--- src/rtl/rr_refresh_pkg.sv ---
package rr_refresh_pkg;
  typedef enum logic [1:0] {
    ST_IDLE = 2'd0,
    ST_EVAL = 2'd1,
    ST_REQ  = 2'd2
  } sweep_st_e;

  localparam int unsigned WIN_W = 2;  // window number counts mod 4
endpackage

--- src/rtl/rr_bloom_filter.sv ---
module rr_bloom_filter #(
  parameter int unsigned ADDR_W   = 8,
  parameter int unsigned FILT_M   = 32,
  parameter int unsigned HASH_K   = 2,
  parameter int unsigned HASH_ROT = 3
) (
  input  logic              clk_i,
  input  logic              rst_ni,
  input  logic              ins_i,
  input  logic              clr_i,
  input  logic [ADDR_W-1:0] ins_addr_i,
  input  logic [ADDR_W-1:0] probe_addr_i,
  output logic              hit_o
);
  localparam int unsigned IDX_W = $clog2(FILT_M);

  function automatic logic [IDX_W-1:0] hash_idx(input logic [ADDR_W-1:0] a, input int unsigned j);
    logic [ADDR_W-1:0] v;
    logic [IDX_W-1:0]  h;
    int unsigned       r;
    r = (j * HASH_ROT) % ADDR_W;
    v = (a << r) | (a >> (ADDR_W - r));
    h = '0;
    for (int i = 0; i < ADDR_W; i++) h[i % IDX_W] ^= v[i];
    return h;
  endfunction

  logic [FILT_M-1:0]             bits_q;
  logic [HASH_K-1:0][IDX_W-1:0]  ins_idx;
  logic [HASH_K-1:0][IDX_W-1:0]  prb_idx;
  logic [HASH_K-1:0]             prb_set;

  for (genvar j = 0; j < HASH_K; j++) begin : g_hash
    assign ins_idx[j] = hash_idx(ins_addr_i, j);
    assign prb_idx[j] = hash_idx(probe_addr_i, j);
    assign prb_set[j] = bits_q[prb_idx[j]];

    AST_INS_SETS_BIT: assert property (@(posedge clk_i) disable iff (!rst_ni)
      ins_i && !clr_i |=> bits_q[$past(ins_idx[j])]);
  end

  always_ff @(posedge clk_i or negedge rst_ni) begin
    if (!rst_ni) begin
      bits_q <= '0;
    end else if (clr_i) begin
      bits_q <= '0;
    end else if (ins_i) begin
      for (int j = 0; j < HASH_K; j++) bits_q[ins_idx[j]] <= 1'b1;
    end
  end

  assign hit_o = &prb_set;

  AST_CLR_EMPTIES: assert property (@(posedge clk_i) disable iff (!rst_ni)
    clr_i |=> (bits_q == '0));
endmodule

--- src/rtl/rr_bank_timer.sv ---
module rr_bank_timer #(
  parameter int unsigned BANK_W   = 2,
  parameter int unsigned BUSY_CYC = 16
) (
  input  logic              clk_i,
  input  logic              rst_ni,
  input  logic              load_i,
  input  logic [BANK_W-1:0] load_bank_i,
  input  logic [BANK_W-1:0] chk_bank_i,
  output logic              free_o
);
  localparam int unsigned NBANK = 1 << BANK_W;
  localparam int unsigned CNT_W = $clog2(BUSY_CYC + 1);

  logic [NBANK-1:0][CNT_W-1:0] cnt_q;
  logic [NBANK-1:0]            free_vec;

  for (genvar b = 0; b < NBANK; b++) begin : g_bank
    // loaded with BUSY_CYC-1 so the next issue lands BUSY_CYC cycles later
    always_ff @(posedge clk_i or negedge rst_ni) begin
      if (!rst_ni)                                      cnt_q[b] <= '0;
      else if (load_i && load_bank_i == BANK_W'(b))     cnt_q[b] <= CNT_W'(BUSY_CYC - 1);
      else if (cnt_q[b] != '0)                          cnt_q[b] <= cnt_q[b] - 1'b1;
    end
    assign free_vec[b] = (cnt_q[b] == '0);

    AST_LOAD_ONLY_FREE: assert property (@(posedge clk_i) disable iff (!rst_ni)
      load_i && load_bank_i == BANK_W'(b) |-> cnt_q[b] == '0);

    if (BUSY_CYC > 1) begin : g_hold
      AST_BUSY_AFTER_LOAD: assert property (@(posedge clk_i) disable iff (!rst_ni)
        load_i && load_bank_i == BANK_W'(b) |=> !free_vec[b]);
    end
  end

  assign free_o = free_vec[chk_bank_i];
endmodule

--- src/rtl/rr_refresh_ctrl.sv ---
module rr_refresh_ctrl #(
  parameter int unsigned ROW_W    = 6,
  parameter int unsigned BANK_W   = 2,
  parameter int unsigned FILT_M   = 32,
  parameter int unsigned HASH_K   = 2,
  parameter int unsigned HASH_ROT = 3,
  parameter int unsigned BUSY_CYC = 16
) (
  input  logic                    clk_i,
  input  logic                    rst_ni,
  input  logic                    win_tick_i,
  input  logic                    prog_en_i,
  input  logic                    prog_clr_i,
  input  logic                    prog_sel_i,
  input  logic [ROW_W+BANK_W-1:0] prog_addr_i,
  output logic                    ref_req_o,
  output logic [ROW_W-1:0]        ref_row_o,
  output logic [BANK_W-1:0]       ref_bank_o,
  input  logic                    bus_gnt_i
);
  import rr_refresh_pkg::*;

  localparam int unsigned ADDR_W = ROW_W + BANK_W;
  localparam int unsigned NFILT  = 2;  // 0: fast class, 1: middle class

  sweep_st_e         st_q;
  logic [ADDR_W-1:0] idx_q;
  logic [WIN_W-1:0]  win_q;
  logic [NFILT-1:0]  hit;
  logic              fast_hit, mid_hit;
  logic [1:0]        row_ph;
  logic              need, last, bank_free, issue;

  for (genvar k = 0; k < NFILT; k++) begin : g_filt
    rr_bloom_filter #(
      .ADDR_W  (ADDR_W),
      .FILT_M  (FILT_M),
      .HASH_K  (HASH_K),
      .HASH_ROT(HASH_ROT)
    ) u_filt (
      .clk_i       (clk_i),
      .rst_ni      (rst_ni),
      .ins_i       (prog_en_i && !prog_clr_i && prog_sel_i == 1'(k)),
      .clr_i       (prog_en_i && prog_clr_i && prog_sel_i == 1'(k)),
      .ins_addr_i  (prog_addr_i),
      .probe_addr_i(idx_q),
      .hit_o       (hit[k])
    );
  end

  assign fast_hit = hit[0];
  assign mid_hit  = hit[1];
  assign row_ph   = idx_q[BANK_W +: 2];
  assign need     = fast_hit
                  | (mid_hit && (win_q[0] == row_ph[0]))
                  | (win_q == row_ph);
  assign last     = (idx_q == '1);

  rr_bank_timer #(
    .BANK_W  (BANK_W),
    .BUSY_CYC(BUSY_CYC)
  ) u_bank_timer (
    .clk_i      (clk_i),
    .rst_ni     (rst_ni),
    .load_i     (issue),
    .load_bank_i(idx_q[BANK_W-1:0]),
    .chk_bank_i (idx_q[BANK_W-1:0]),
    .free_o     (bank_free)
  );

  assign ref_req_o  = (st_q == ST_REQ) && bank_free;
  assign issue      = ref_req_o && bus_gnt_i;
  assign ref_row_o  = idx_q[ADDR_W-1:BANK_W];
  assign ref_bank_o = idx_q[BANK_W-1:0];

  always_ff @(posedge clk_i or negedge rst_ni) begin
    if (!rst_ni) begin
      st_q  <= ST_IDLE;
      idx_q <= '0;
      win_q <= '1;  // first tick yields window 0
    end else begin
      unique case (st_q)
        ST_IDLE: if (win_tick_i) begin
          win_q <= win_q + 1'b1;
          idx_q <= '0;
          st_q  <= ST_EVAL;
        end
        ST_EVAL: begin
          if (need)      st_q  <= ST_REQ;
          else if (last) st_q  <= ST_IDLE;
          else           idx_q <= idx_q + 1'b1;
        end
        ST_REQ: if (issue) begin
          if (last) st_q <= ST_IDLE;
          else begin
            idx_q <= idx_q + 1'b1;
            st_q  <= ST_EVAL;
          end
        end
        default: st_q <= ST_IDLE;
      endcase
    end
  end

  AST_REQ_HOLD: assert property (@(posedge clk_i) disable iff (!rst_ni)
    ref_req_o && !bus_gnt_i |=> ref_req_o && $stable(ref_row_o) && $stable(ref_bank_o));

  AST_TICK_IGNORED: assert property (@(posedge clk_i) disable iff (!rst_ni)
    st_q != ST_IDLE && win_tick_i |=> $stable(win_q));

  AST_FAST_REFRESH: assert property (@(posedge clk_i) disable iff (!rst_ni)
    st_q == ST_EVAL && fast_hit |=> st_q == ST_REQ && $stable(idx_q));

  AST_DEFAULT_DUE: assert property (@(posedge clk_i) disable iff (!rst_ni)
    st_q == ST_EVAL && win_q == row_ph |=> st_q == ST_REQ);

  AST_SWEEP_STEP: assert property (@(posedge clk_i) disable iff (!rst_ni)
    issue && !last |=> st_q == ST_EVAL && idx_q == $past(idx_q) + 1'b1);
endmodule

--- config.mk ---
export PLATFORM = sky130hd
export DESIGN_NAME = rr_refresh_ctrl
export DESIGN_NICKNAME = d
export VERILOG_FILES = /design/src/rtl/rr_refresh_pkg.sv /design/src/rtl/rr_bloom_filter.sv /design/src/rtl/rr_bank_timer.sv /design/src/rtl/rr_refresh_ctrl.sv
export SDC_FILE = /design/constraint.sdc
export NUM_CORES = 1
export LEC_CHECK = 0
export BUFFER_PORTS_ARGS = -buffer_cell sky130_fd_sc_hd__buf_2
export CORE_MARGIN = 2
export CORE_UTILIZATION = 55
export CTS_BUF_LIST = sky130_fd_sc_hd__clkbuf_4
export CTS_CLUSTER_DIAMETER = 40
export DETAILED_ROUTE_END_ITERATION = 10
export PLACE_DENSITY = 0.74
export SKIP_LAST_GASP = 1
export SLEW_MARGIN = 20
export SYNTH_ARGS = -nofsm -noshare
export SYNTH_HDL_FRONTEND = slang
export SYNTH_SLANG_ARGS = --single-unit
--- constraint.sdc ---
create_clock -name clk_i -period 7.97 [get_ports clk_i]
set_clock_uncertainty 0.2 [all_clocks]
set_input_delay 1.594 -clock clk_i [delete_from_list [all_inputs] [get_ports clk_i]]
set_output_delay 1.594 -clock clk_i [all_outputs]
set_load 0.05 [all_outputs]
==> impl_metrics.yaml <==
worst_setup_path:
  crit_end: "ref_req_o"
  path_cells: "inv_1 > ha_1 > nor4b_1 > mux4_2 > and2_1 > buf_2"
  r2r_start: "idx_q[2]$_DFFE_PN0P_"
  crit_path_max_incr_delay_ns: 0.77
  critical_path_class: "reg -> out"
  ff2ff_path_depth: 9
  crit_buf_inv: 2
  r2r_slack_ns: 3.93
  cp.arrival_ns: 2.77
  cp_slowest_cell: "nor4b_1"
  critPathTopFamily: "simple AND/OR/NAND/NOR gates"
  worstPathRequired_ns: 6.18
  start_kind: "flip-flop"
  endpoint_kind: "output port"
  cp.depth: 6
  rr_endpoint: "idx_q[7]$_DFFE_PN0P_"
  crit_fanout: 6
  crit_path_start: "u_bank_timer.cnt_q[0]$_DFFE_PN0P_"
synth:
  async_flop_share_pct: 100.0
  seq_area_frac_synth_pct: 40.13
  synth_simple_gate_area_share_pct: 21.86
  synth_compound_area_share_pct: 11.84
  synth.area.mux_share_pct: 13.34
  synth_nets: 693
  synth_edf_count: 0
  syn_area_sq_um: 5993
  yosys_warnings: 0
  syn_inst: 662
  synth_top_family_by_area: "simple AND/OR/NAND/NOR gates"
  ys_ff_latch: 96
  synth_ff_type: "dfrtp_1"
  synthAdderAreaFrac_pct: 3.340
  synth.avg_cell_area_sq_um: 9.053
  yosys.cell_types.count: 50
  synth_xor_area_share_pct: 5.553
routing:
  drc: 0
  wirelength_um: 14760
  vias_per_cell: 6.145
  vias: 4984
  drt_iter0_drc: 412
  wl_per_cell_um: 18.20
  drtAntennaViolNets: 0
  first_pass_iters: 5
clocking:
  cts_setup_buffers: 0
  htreeDepth: 3
  clk_path_buf_depth: 2
  cts_sinks: 96
  post_cts_resize_count: 0
  cts_tree: "done"
  cts_root_buf: "clkbuf_4"
  ctsHoldBuffers: 0
  cts_made_buffers: 9
  insertion_delay_ns: 0.46
  cts.clk_slew.worst_paths_ns: 0.15
pwr:
  p_sw_mw: 0.7451
  power_frac_clock_pct: 16.2
  p_sw_share_pct: 40.93
  seqPwrFrac_pct: 39.2
  total_power_mw: 1.820
  power_frac_comb_pct: 44.6
  leakagePower_nw: 2.864
  vdd_drop_max_mv: 0.1393
  p_int_mw: 1.075
  power.density_nw_per_um2: 287.7
floorplan:
  initial_core_util_pct: 55.78
  io_pins: 24
  fp.dieH_um: 108.4
  core_area_sq_um: 10750
  rows: 38
  die-area_sq_um: 11750
  die_x_um: 108.4
hold_path:
  hold_depth: 1
  hp-start: "win_q[1]$_DFFE_PN1P_"
  hp-class: "reg -> reg"
place:
  place_congestion: 0.9226
  io_buffer_count: 23
  dp_hpwl_um: 11030
  post_dp_cell_area_sq_um: 6158
final_layout:
  diodes: 0
  final_area_sq_um: 6327
  area_growth_pct: 5.574
  multi_input_comb_area_sq_um: 3361
  layout_commonest_cell: "nor2_1"
  drive_gt1_share_pct: 12.07
  fin_nets: 697
  final_cell_mix: "nor2_1, dfrtp_1, nand2_1"
  seq_area_sq_um: 2405
  n_fill_cell: 975
sta:
  relSlewSlack_pct: 31.07
  holdWs_ns: 0.3058
  min_period_ns: 4.562
  worst_pin_slew_ns: 1.020
  rsz0062_at_grt: "no"
  hold_violations: 0
  final_max_slew_viol_count: 0
  finalCritPeriodShare_pct: 57.24
  finalSetupViolations: 0
  setup_tns_ns: 0
  fmaxAchievable_mhz: 219.2
run:
  maxCapViolCount: 0
global_route:
  gr-total-overflow: 0
  antenna_found_initial: 0
  grt_pass1_wl_um: 24570
  grt_usage_pct: 27.03
  grt_max_degree: 69
  grt_pass1_vias: 4925
outcome:
  outcome: "complete, no violations"
## logic make-up (layout without fill, tap and decap cells)
family	Yosys count	after routing
xor gates and xnor gates	35	35
DFF	96	96
muxes	45	45
and+or+nand+nor	313	313
AOI/OAI and AO/OA	103	103
adders and majority gates	16	16
buffers and inverters	54	63
## power groups by stage
stage          Clock (mW)  Sequential (mW)  Combinational [mW]
6_report            0.295            0.714               0.811
5_1_grt             0.319            0.727               0.899
4_1_cts             0.303            0.709               0.810
3_5_place_dp            0            0.720               0.802
3_3_place_gp            0            0.711               0.772
2_1_floorplan           0            0.692               0.661
## sequential cells by signal, indices dropped and copies added, names as in the netlist
register,count
g_filt.u_filt.bits_q,64
u_bank_timer.cnt_q,20
idx_q,8
st_q,2
win_q,2
## Yosys cell counts (4+ instances only)
cell type  count  area share (%)
nor2_1       198              12
a22oi_1       27             3.4
o22ai_1       13             1.4
mux4_1         5             2.2
a211o_1        4            0.58
nand3_1       15             1.3
o21ai_0        5            0.42
a21oi_1       28             2.3
and2_1         5            0.52
nand2b_1       5            0.52
nand2_1       53             3.3
mux4_2        21             7.9
inv_1         18             1.1
or3_1          6            0.63
buf_2          6            0.50
mux2_2         4            0.75
xor2_1        13             1.9
nor3_1        14             1.2
dfrtp_1       94              39
clkbuf_1      25             1.6
mux2i_1       15             2.5
xnor2_1       20             2.9
ha_1          16             3.3
nor4b_1        4            0.58
## through the flow
stage          instances  worst slack, ns  util, %
2_1_floorplan        662            4.135        -
3_3_place_gp         795            4.017    57.31
3_5_place_dp         795            3.901    57.31
4_1_cts              811            3.294    58.80
5_1_grt              811            3.252    58.88
6_report             811            3.408    58.88
## worst min-delay path by stage
stage                                                   end  slack (ns)
floorplan           g_filt[0].u_filt.bits_q[29]$_DFFE_PN0P_        0.27
global placement                       win_q[1]$_DFFE_PN1P_        0.28
detailed placement                     win_q[1]$_DFFE_PN1P_        0.29
CTS                                    win_q[1]$_DFFE_PN1P_        0.31
global route                           win_q[1]$_DFFE_PN1P_        0.33
finish                                 win_q[1]$_DFFE_PN1P_        0.31
## per-layer routing
layer / wire length, um / track usage (%) / vias to the layer above
met5: 0 / 0 / -
met4: 272 / 8.516 / 0
met3: 796 / 4.581 / 24
met2: 7103 / 44.70 / 167
met1: 6586 / 36.62 / 2471
li1: - / - / 2322
## area by class of cell
class	instances	area share, %
clock buffer	9	1.068
clock inverter	7	1.463
inverter	19	1.127
multi-input combinational	512	53.11
sequential	96	38.01
tap	140	2.768
timing repair buffer	28	2.452
No activity file was read; power rests on OpenSTA's default activity.
